[src/rtl/spi_eng_pkg.sv]
// Shared constants and helpers for the SPI shift engine.
// Assumes the word width is a power of two so that bit counters wrap cleanly.
package spi_eng_pkg;

    localparam int DEF_DATA_W = 8;
    localparam int DEF_DIV_W  = 8;
    localparam int SYNC_DEPTH = 2;

    // Serial clock level during a given half-period of a master transfer.
    // Halves alternate; shift_on_trail picks which parity holds the active level.
    function automatic logic sck_level(input logic idle_hi,
                                       input logic shift_on_trail,
                                       input logic odd_half);
        return idle_hi ^ (shift_on_trail ? odd_half : ~odd_half);
    endfunction

endpackage

[src/rtl/spi_sync.sv]
// Multi-stage synchronizer for asynchronous inputs.
// Assumes each bit is independent; the reset value is a parameter so that
// active-low selects can come out of reset inactive.
module spi_sync #(
    parameter int                 WIDTH   = 3,
    parameter int                 STAGES  = 2,
    parameter logic [WIDTH-1:0]   RST_VAL = '0
) (
    input  logic             clk,
    input  logic             rst_n,
    input  logic [WIDTH-1:0] d,
    output logic [WIDTH-1:0] q
);

    logic [WIDTH-1:0] stage [STAGES];

    for (genvar s = 0; s < STAGES; s++) begin : g_stage
        if (s == 0) begin : g_first
            // First flop takes the raw input.
            always_ff @(posedge clk) begin
                if (!rst_n) stage[s] <= RST_VAL;
                else        stage[s] <= d;
            end
        end else begin : g_next
            // Later flops take the previous stage.
            always_ff @(posedge clk) begin
                if (!rst_n) stage[s] <= RST_VAL;
                else        stage[s] <= stage[s-1];
            end
        end
    end

    assign q = stage[STAGES-1];

endmodule

[src/rtl/spi_master_seq.sv]
// Master timing sequencer: divides the system clock into half-periods and
// walks through 2*DATA_W of them per transfer.
// tick marks the last system clock of a half; fin pulses one cycle after the
// final tick. Assumes start is only raised while idle.
module spi_master_seq #(
    parameter int DATA_W = 8,
    parameter int DIV_W  = 8
) (
    input  logic             clk,
    input  logic             rst_n,
    input  logic             start,
    input  logic [DIV_W-1:0] div,
    output logic             active,
    output logic             half_odd,
    output logic             tick,
    output logic             fin
);

    localparam int HALVES = 2 * DATA_W;
    localparam int HC_W   = $clog2(HALVES);

    logic [DIV_W-1:0] cnt;
    logic [DIV_W-1:0] eff_div;
    logic [HC_W-1:0]  half;
    logic             last_half;

    // A divider of zero is treated as one.
    assign eff_div   = (div == '0) ? DIV_W'(1) : div;
    assign tick      = active && (cnt == eff_div - DIV_W'(1));
    assign last_half = (half == HC_W'(HALVES - 1));
    assign half_odd  = half[0];

    // Half-period and divider counters, transfer activity and finish pulse.
    always_ff @(posedge clk) begin
        if (!rst_n) begin
            active <= 1'b0;
            cnt    <= '0;
            half   <= '0;
            fin    <= 1'b0;
        end else begin
            fin <= tick && last_half;
            if (start) begin
                active <= 1'b1;
                cnt    <= '0;
                half   <= '0;
            end else if (tick) begin
                cnt <= '0;
                if (last_half) active <= 1'b0;
                else           half   <= half + HC_W'(1);
            end else if (active) begin
                cnt <= cnt + DIV_W'(1);
            end
        end
    end

endmodule

[src/rtl/spi_slave_seq.sv]
// Slave timing sequencer: finds edges of the synchronized external clock
// while selected and classifies them as sample or shift edges.
// Assumes sck, select and data have been through synchronizers of equal depth.
// The first idle-to-active edge of a word does not shift when data changes on
// that edge, because the MSB is already on the line.
module spi_slave_seq #(
    parameter int DATA_W = 8
) (
    input  logic clk,
    input  logic rst_n,
    input  logic sck_s,
    input  logic sel_s,
    input  logic idle_hi,
    input  logic shift_on_trail,
    output logic sample_ev,
    output logic shift_ev,
    output logic done,
    output logic busy
);

    localparam int CNT_W = $clog2(DATA_W);

    logic             sck_d;
    logic             lead_ev;
    logic             trail_ev;
    logic             change_ev;
    logic [CNT_W-1:0] bit_cnt;
    logic             last_bit;

    assign lead_ev   = sel_s && (sck_d == idle_hi) && (sck_s != idle_hi);
    assign trail_ev  = sel_s && (sck_d != idle_hi) && (sck_s == idle_hi);
    assign sample_ev = shift_on_trail ? lead_ev : trail_ev;
    assign change_ev = shift_on_trail ? trail_ev : lead_ev;
    assign shift_ev  = change_ev && (shift_on_trail || (bit_cnt != '0));
    assign last_bit  = (bit_cnt == CNT_W'(DATA_W - 1));
    assign busy      = sel_s && (bit_cnt != '0);

    // Edge history, bit counting and end-of-word pulse.
    always_ff @(posedge clk) begin
        if (!rst_n) begin
            sck_d   <= 1'b0;
            bit_cnt <= '0;
            done    <= 1'b0;
        end else begin
            sck_d <= sck_s;
            done  <= sample_ev && last_bit;
            if (!sel_s)         bit_cnt <= '0;
            else if (sample_ev) bit_cnt <= last_bit ? '0 : bit_cnt + CNT_W'(1);
        end
    end

endmodule

[src/rtl/spi_shift_core.sv]
// Transmit and receive shift registers, MSB first.
// Assumes load and shift_tx never coincide (load is only taken while idle).
module spi_shift_core #(
    parameter int DATA_W = 8
) (
    input  logic              clk,
    input  logic              rst_n,
    input  logic              load,
    input  logic [DATA_W-1:0] load_val,
    input  logic              shift_tx,
    input  logic              sample,
    input  logic              din,
    output logic              tx_msb,
    output logic [DATA_W-1:0] rx_word
);

    logic [DATA_W-1:0] tx_sr;
    logic [DATA_W-1:0] rx_sr;

    // Outgoing register: load a word or move the next bit to the top.
    always_ff @(posedge clk) begin
        if (!rst_n)        tx_sr <= '0;
        else if (load)     tx_sr <= load_val;
        else if (shift_tx) tx_sr <= {tx_sr[DATA_W-2:0], 1'b0};
    end

    // Incoming register: append each captured bit at the bottom.
    always_ff @(posedge clk) begin
        if (!rst_n)      rx_sr <= '0;
        else if (sample) rx_sr <= {rx_sr[DATA_W-2:0], din};
    end

    assign tx_msb  = tx_sr[DATA_W-1];
    assign rx_word = rx_sr;

endmodule

[src/rtl/spi_rx_buf.sv]
// Receive holding buffer with full flag and sticky overflow.
// A completion and a read in the same cycle count as the old word consumed
// and the new one stored.
module spi_rx_buf #(
    parameter int DATA_W = 8
) (
    input  logic              clk,
    input  logic              rst_n,
    input  logic              done,
    input  logic [DATA_W-1:0] word,
    input  logic              rd,
    output logic [DATA_W-1:0] rdata,
    output logic              full,
    output logic              ovf
);

    // Buffer load, full-flag update and overflow capture.
    always_ff @(posedge clk) begin
        if (!rst_n) begin
            rdata <= '0;
            full  <= 1'b0;
            ovf   <= 1'b0;
        end else if (done) begin
            if (full && !rd) begin
                ovf <= 1'b1;
            end else begin
                rdata <= word;
                full  <= 1'b1;
            end
        end else if (rd) begin
            full <= 1'b0;
        end
    end

endmodule

[src/rtl/spi_shift_engine.sv]
// Configurable-phase SPI shift engine, master or slave, one word per transfer.
// Master mode: a write starts a transfer clocked by the internal divider.
// Slave mode: a write preloads the outgoing word; the external clock, select
// and data are synchronized and the engine always samples mid-bit.
// Assumes configuration inputs are held steady during a transfer.
module spi_shift_engine
    import spi_eng_pkg::*;
#(
    parameter int DATA_W = DEF_DATA_W,
    parameter int DIV_W  = DEF_DIV_W
) (
    input  logic              clk,
    input  logic              rst_n,
    input  logic              cfg_master,
    input  logic              cfg_idle_hi,
    input  logic              cfg_shift_on_trail,
    input  logic              cfg_late_sample,
    input  logic [DIV_W-1:0]  cfg_div,
    input  logic              tx_wr,
    input  logic [DATA_W-1:0] tx_data,
    input  logic              rx_rd,
    output logic [DATA_W-1:0] rx_data,
    output logic              buf_full,
    output logic              overflow,
    output logic              wcol,
    output logic              busy,
    output logic              sck_o,
    output logic              mosi_o,
    input  logic              miso_i,
    input  logic              sck_i,
    input  logic              cs_n_i,
    input  logic              mosi_i,
    output logic              miso_o
);

    // Synchronized slave-side inputs: {sck, cs_n, mosi}.
    logic [2:0] ext_s;
    logic       sck_s;
    logic       sel_s;
    logic       mosi_s;

    logic m_active, m_odd, m_tick, m_fin, m_busy, m_start;
    logic s_sample, s_shift, s_done, s_busy;
    logic wr_ok;
    logic sample, shift_tx, din, done_any, tx_msb;
    logic [DATA_W-1:0] rx_word;

    spi_sync #(
        .WIDTH  (3),
        .STAGES (SYNC_DEPTH),
        .RST_VAL(3'b010)
    ) u_sync (
        .clk  (clk),
        .rst_n(rst_n),
        .d    ({sck_i, cs_n_i, mosi_i}),
        .q    (ext_s)
    );

    assign sck_s  = ext_s[2];
    assign sel_s  = ~ext_s[1] & ~cfg_master;
    assign mosi_s = ext_s[0];

    spi_master_seq #(
        .DATA_W(DATA_W),
        .DIV_W (DIV_W)
    ) u_mseq (
        .clk     (clk),
        .rst_n   (rst_n),
        .start   (m_start),
        .div     (cfg_div),
        .active  (m_active),
        .half_odd(m_odd),
        .tick    (m_tick),
        .fin     (m_fin)
    );

    spi_slave_seq #(
        .DATA_W(DATA_W)
    ) u_sseq (
        .clk           (clk),
        .rst_n         (rst_n),
        .sck_s         (sck_s),
        .sel_s         (sel_s),
        .idle_hi       (cfg_idle_hi),
        .shift_on_trail(cfg_shift_on_trail),
        .sample_ev     (s_sample),
        .shift_ev      (s_shift),
        .done          (s_done),
        .busy          (s_busy)
    );

    assign m_busy  = m_active | m_fin;
    assign busy    = cfg_master ? m_busy : s_busy;
    assign wr_ok   = tx_wr & ~busy;
    assign m_start = wr_ok & cfg_master;

    // Master captures mid-bit (end of even half) or end-of-bit (end of odd half).
    assign sample   = cfg_master ? (m_tick & (cfg_late_sample ? m_odd : ~m_odd)) : s_sample;
    assign shift_tx = cfg_master ? (m_tick & m_odd) : s_shift;
    assign din      = cfg_master ? miso_i : mosi_s;
    assign done_any = cfg_master ? m_fin : s_done;

    spi_shift_core #(
        .DATA_W(DATA_W)
    ) u_core (
        .clk     (clk),
        .rst_n   (rst_n),
        .load    (wr_ok),
        .load_val(tx_data),
        .shift_tx(shift_tx),
        .sample  (sample),
        .din     (din),
        .tx_msb  (tx_msb),
        .rx_word (rx_word)
    );

    spi_rx_buf #(
        .DATA_W(DATA_W)
    ) u_rxbuf (
        .clk  (clk),
        .rst_n(rst_n),
        .done (done_any),
        .word (rx_word),
        .rd   (rx_rd),
        .rdata(rx_data),
        .full (buf_full),
        .ovf  (overflow)
    );

    // Sticky write-collision flag.
    always_ff @(posedge clk) begin
        if (!rst_n)            wcol <= 1'b0;
        else if (tx_wr && busy) wcol <= 1'b1;
    end

    assign sck_o  = (cfg_master && m_active)
                  ? sck_level(cfg_idle_hi, cfg_shift_on_trail, m_odd)
                  : cfg_idle_hi;
    assign mosi_o = cfg_master & tx_msb;
    assign miso_o = ~cfg_master & ~cs_n_i & tx_msb;

endmodule

[config.mk]
export PLATFORM = sky130hd
export DESIGN_NAME = spi_shift_engine
export DESIGN_NICKNAME = d
export VERILOG_FILES = /design/src/rtl/spi_eng_pkg.sv /design/src/rtl/spi_sync.sv /design/src/rtl/spi_master_seq.sv /design/src/rtl/spi_slave_seq.sv /design/src/rtl/spi_shift_core.sv /design/src/rtl/spi_rx_buf.sv /design/src/rtl/spi_shift_engine.sv
export SDC_FILE = /design/constraint.sdc
export NUM_CORES = 1
export LEC_CHECK = 0
export CORE_AREA = 2 2 95 97
export DETAILED_ROUTE_END_ITERATION = 10
export DIE_AREA = 0 0 97 99
export DONT_BUFFER_PORTS = 1
export HOLD_SLACK_MARGIN = 0.12
export PLACE_DENSITY = 0.53
export RECOVER_POWER = 100
export SKIP_CTS_REPAIR_TIMING = 1
export SYNTH_ARGS = -nofsm -noshare
export SYNTH_HDL_FRONTEND = slang
export SYNTH_SLANG_ARGS = --single-unit
[constraint.sdc]
create_clock -name clk -period 7 [get_ports clk]
set_input_delay 0.35 -clock clk [delete_from_list [all_inputs] [get_ports clk]]
set_output_delay 0.35 -clock clk [all_outputs]
set_load 0.005 [all_outputs]
==> impl_metrics.xml <==
<?xml version="1.0" encoding="UTF-8"?>
<metrics>
  <group name="placed_design">
    <metric name="gp_routability_congestion" unit="">0.7587</metric>
    <metric name="placement.io_buffers" unit="">0</metric>
    <metric name="dp_hpwl" unit="microns">3660</metric>
    <metric name="place_inst" unit="">369</metric>
  </group>
  <group name="die">
    <metric name="core_area" unit="sq mm">0.008551</metric>
    <metric name="initial_core_util" unit="%">29.66</metric>
    <metric name="rows" unit="">34</metric>
    <metric name="io-pin-count" unit="">43</metric>
    <metric name="chipWidth" unit="microns">97</metric>
    <metric name="fp.dieArea" unit="sq mm">0.009603</metric>
    <metric name="dieHeight" unit="microns">99</metric>
  </group>
  <group name="clock_network">
    <metric name="tritoncts" unit="">built</metric>
    <metric name="clock_tree.root_cell" unit="">clkbuf_8</metric>
    <metric name="clock-sinks" unit="">52</metric>
    <metric name="tritoncts.num_buffers" unit="">5</metric>
    <metric name="cts_max_level" unit="">2</metric>
    <metric name="worst_skew_pair.late_latency" unit="ns">0.30</metric>
    <metric name="ctsLongestPathBuffers" unit="">2</metric>
    <metric name="cts.reportedPaths.clkPinSlew" unit="ns">0.09</metric>
  </group>
  <group name="synth">
    <metric name="synthDistinctLibCells" unit="">38</metric>
    <metric name="synth_sequential_area_ratio" unit="%">41.05</metric>
    <metric name="syn-mean-instance-area" unit="sq um">9.324</metric>
    <metric name="synth_nets" unit="">306</metric>
    <metric name="synth-edff-count" unit="">0</metric>
    <metric name="mappedNetlistArea" unit="sq mm">0.002536</metric>
    <metric name="synthesis.yosys.warnings" unit="">0</metric>
    <metric name="asyncSetResetFlopFracSynth" unit="%">0</metric>
    <metric name="yosys_register_bits" unit="">52</metric>
    <metric name="synthCells" unit="">272</metric>
    <metric name="ys_dominant_reg_cell" unit="">dfxtp_1</metric>
  </group>
  <group name="finish">
    <metric name="final_core_util" unit="%">31.36</metric>
    <metric name="ant_cells" unit="">0</metric>
    <metric name="final_cell_count_no_fill" unit="">377</metric>
    <metric name="drive_gt1_share" unit="%">6.691</metric>
    <metric name="area_delta_synth_final" unit="%">5.723</metric>
    <metric name="fin_nets" unit="">303</metric>
    <metric name="n_fill_cell" unit="">911</metric>
  </group>
  <group name="timing">
    <metric name="timing.setup.tns" unit="ns">0</metric>
    <metric name="maxClockFrequency" unit="MHz">315.5</metric>
    <metric name="period_minus_slack" unit="ns">3.169</metric>
    <metric name="slew-limit-headroom" unit="%">21.61</metric>
    <metric name="unrepaired_setup_endpoints_after_global_routing" unit="">no</metric>
    <metric name="worstMarginPinSlew" unit="ns">1.170</metric>
    <metric name="skew" unit="ns">0.009491</metric>
    <metric name="final_min_period_over_clock_period" unit="%">45.28</metric>
    <metric name="setup_violating_endpoint_count_in_the_final_report" unit="">0</metric>
    <metric name="final-max-slew-violation-count" unit="">0</metric>
    <metric name="final-hold-violation-count" unit="">0</metric>
  </group>
  <group name="setup_path">
    <metric name="ws_path_type" unit="">in -&gt; reg</metric>
    <metric name="crit-reg2reg-capture" unit="">u_core.tx_sr[4]</metric>
    <metric name="worst-endpoint-arrival" unit="ns">3.40</metric>
    <metric name="timing.critical_path.fanout_max" unit="">8</metric>
    <metric name="worst_ep_required_time" unit="ns">7.23</metric>
    <metric name="worst_r2r_startpoint" unit="">u_sseq.bit_cnt[0]</metric>
    <metric name="worstRegToRegCells" unit="">9</metric>
    <metric name="r2r_slack" unit="ns">4.05</metric>
    <metric name="critPathCaptureType" unit="">register</metric>
    <metric name="cp-start-kind" unit="">input pin</metric>
  </group>
  <group name="drt">
    <metric name="antenna_left" unit="">0</metric>
    <metric name="dr.first_iter.drc_count" unit="">56</metric>
    <metric name="detailroute.via_count" unit="">1777</metric>
    <metric name="drt-wirelength-per-cell" unit="microns">13.00</metric>
    <metric name="number_of_vias_per_cell_after_detailed_routing" unit="">4.714</metric>
    <metric name="dr.pass1.iters" unit="">4</metric>
    <metric name="drt_drc_violations_left" unit="">0</metric>
    <metric name="finalWirelength" unit="microns">4900</metric>
  </group>
  <group name="grt">
    <metric name="first_global_vias" unit="">1657</metric>
    <metric name="largest_net_degree_at_the_start_of_global_routing" unit="">50</metric>
    <metric name="grt_antenna_before_repair" unit="">1</metric>
    <metric name="grt-ovfl-total" unit="">0</metric>
    <metric name="wire_length_of_the_first_global_routing_pass" unit="microns">8004</metric>
    <metric name="gr_util_all_layers" unit="%">10.24</metric>
  </group>
  <group name="power">
    <metric name="leakagePower" unit="nW">1.013</metric>
    <metric name="power-per-cell-area" unit="mW/mm^2">194.9</metric>
    <metric name="total_power" unit="mW">0.5225</metric>
    <metric name="vdd_ir_drop_max" unit="mV">0.07012</metric>
  </group>
  <group name="hold_path">
    <metric name="end_of_the_worst_hold_path" unit="">u_sync.stage[0][1]</metric>
    <metric name="min_delay_path_depth" unit="">1</metric>
    <metric name="min-delay-start" unit="">rst_n</metric>
    <metric name="worst_hold_path_type" unit="">in -&gt; reg</metric>
  </group>
  <group name="flow_run">
    <metric name="maxCapViolations" unit="">0</metric>
  </group>
  <group name="outcome">
    <metric name="status" unit="">complete, no violations</metric>
  </group>
</metrics>
-- metal layers --
metal / vias to the layer above / track usage [%] / part of all wire [%]
met4: 0 / 3.900 / 1.7
met1: 818 / 12.76 / 47
met3: 6 / 4.184 / 6.7
li1: 929 / - / -
met2: 24 / 15.92 / 45
met5: - / 0 / 0
-- synthesized netlist by cell type (all sizes together) (7+ instances only) --
cell type / number / share of area (%)
nor2b: 13 / 3.2
xnor2: 8 / 2.8
a21oi: 9 / 1.8
nand3: 9 / 1.8
nor2: 24 / 3.7
mux2: 8 / 3.6
o21ai: 10 / 2.0
xor2: 12 / 4.1
and2: 7 / 1.7
dfxtp: 52 / 41
mux2i: 28 / 11
clkbuf: 8 / 1.2
nand2: 35 / 5.2
-- placed cells by master, fill, tap and decap left out, types with 2 or more instances in the layout --
cell type,instances
a21boi_0,2
a21oi_1,9
a31oi_1,2
and2_0,5
and2_1,2
and3_1,4
and4_1,2
clkbuf_8,7
dfxtp_1,52
ha_1,6
inv_1,4
mux2_2,8
mux2i_1,28
nand2_1,35
nand2b_1,3
nand3_1,9
nand4_1,4
nor2_1,23
nor2b_1,13
nor3_1,3
nor3b_1,2
o21ai_0,8
o21ai_1,2
o31ai_1,3
or3_1,3
xnor2_1,8
xor2_1,12
-- logic make-up (layout without fill, tap and decap cells) --
| logic type | after synthesis | in the layout | share of synthesized area [%] |
|---|---|---|---|
| buffers and inverters | 15 | 12 | 2.812 |
| adders and majority gates | 6 | 6 | 2.960 |
| AOI/OAI and AO/OA | 31 | 31 | 9.275 |
| and+or+nand+nor | 112 | 112 | 22.40 |
| muxes | 36 | 36 | 14.60 |
| DFF | 52 | 52 | 41.05 |
| xor gates and xnor gates | 20 | 20 | 6.907 |
-- registers in the layout (all words and copies together) (netlist names), 3 cells and up --
register and flops:
u_rxbuf.rdata 8, u_core.rx_word 8, u_mseq.cnt 8, u_sync.stage 6, u_mseq.half 4, u_core.tx_sr 8
u_sseq.bit_cnt 3
-- how the worst max path moves through the flow --
stage | start | to
5_1_grt | cfg_div[1] | u_core.rx_word[0]
6_report | cfg_div[1] | u_core.rx_word[6]
3_3_place_gp | cfg_div[1] | u_core.tx_sr[0]
2_1_floorplan | cfg_div[1] | u_core.tx_sr[0]
4_1_cts | cfg_div[1] | u_core.tx_sr[0]
3_5_place_dp | cfg_div[1] | u_core.tx_sr[0]
-- worst max-delay path: stages --
cell and delay (ns):
or4_1 0.63, nor2_1 0.19, nor2_1 0.08, ha_1 0.26, xor2_1 0.16, nor2_1 0.05
a21oi_1 0.11, o21ai_0 0.11, and4_1 0.24, a31oi_1 0.95, mux2i_1 0.27
-- area by class of cell --
type,count,area (sq um),area share [%]
Multi-Input combinational cell,205,1384,51.61
Sequential cell,52,1041,38.82
Tap cell,108,135.1,5.040
Clock buffer,7,96.34,3.593
Inverter,4,15.01,0.5600
Timing Repair Buffer,1,10.01,0.3733
-- power breakdown --
group	leakage (nW)	internal [mW]	switching, mW	total [mW]
logic	0.541	0.0181	0.0159	0.0341
clock network	0.0503	0.0883	0.0945	0.183
registers	0.422	0.301	0.00450	0.306
-- per-stage QoR --
stage | hold WS [ns] | instance area (sq um) | setup WS [ns]
finish | 0.1276 | 2681 | 3.831
floorplan | 0.3863 | 2536 | 4.223
CTS | 0.1090 | 2711 | 4.230
detailed placement | 0.3991 | 2615 | 3.900
global placement | 0.4004 | 2615 | 3.984
global route | 0.1247 | 2681 | 3.512
No activity file was read; power rests on OpenSTA's default activity.
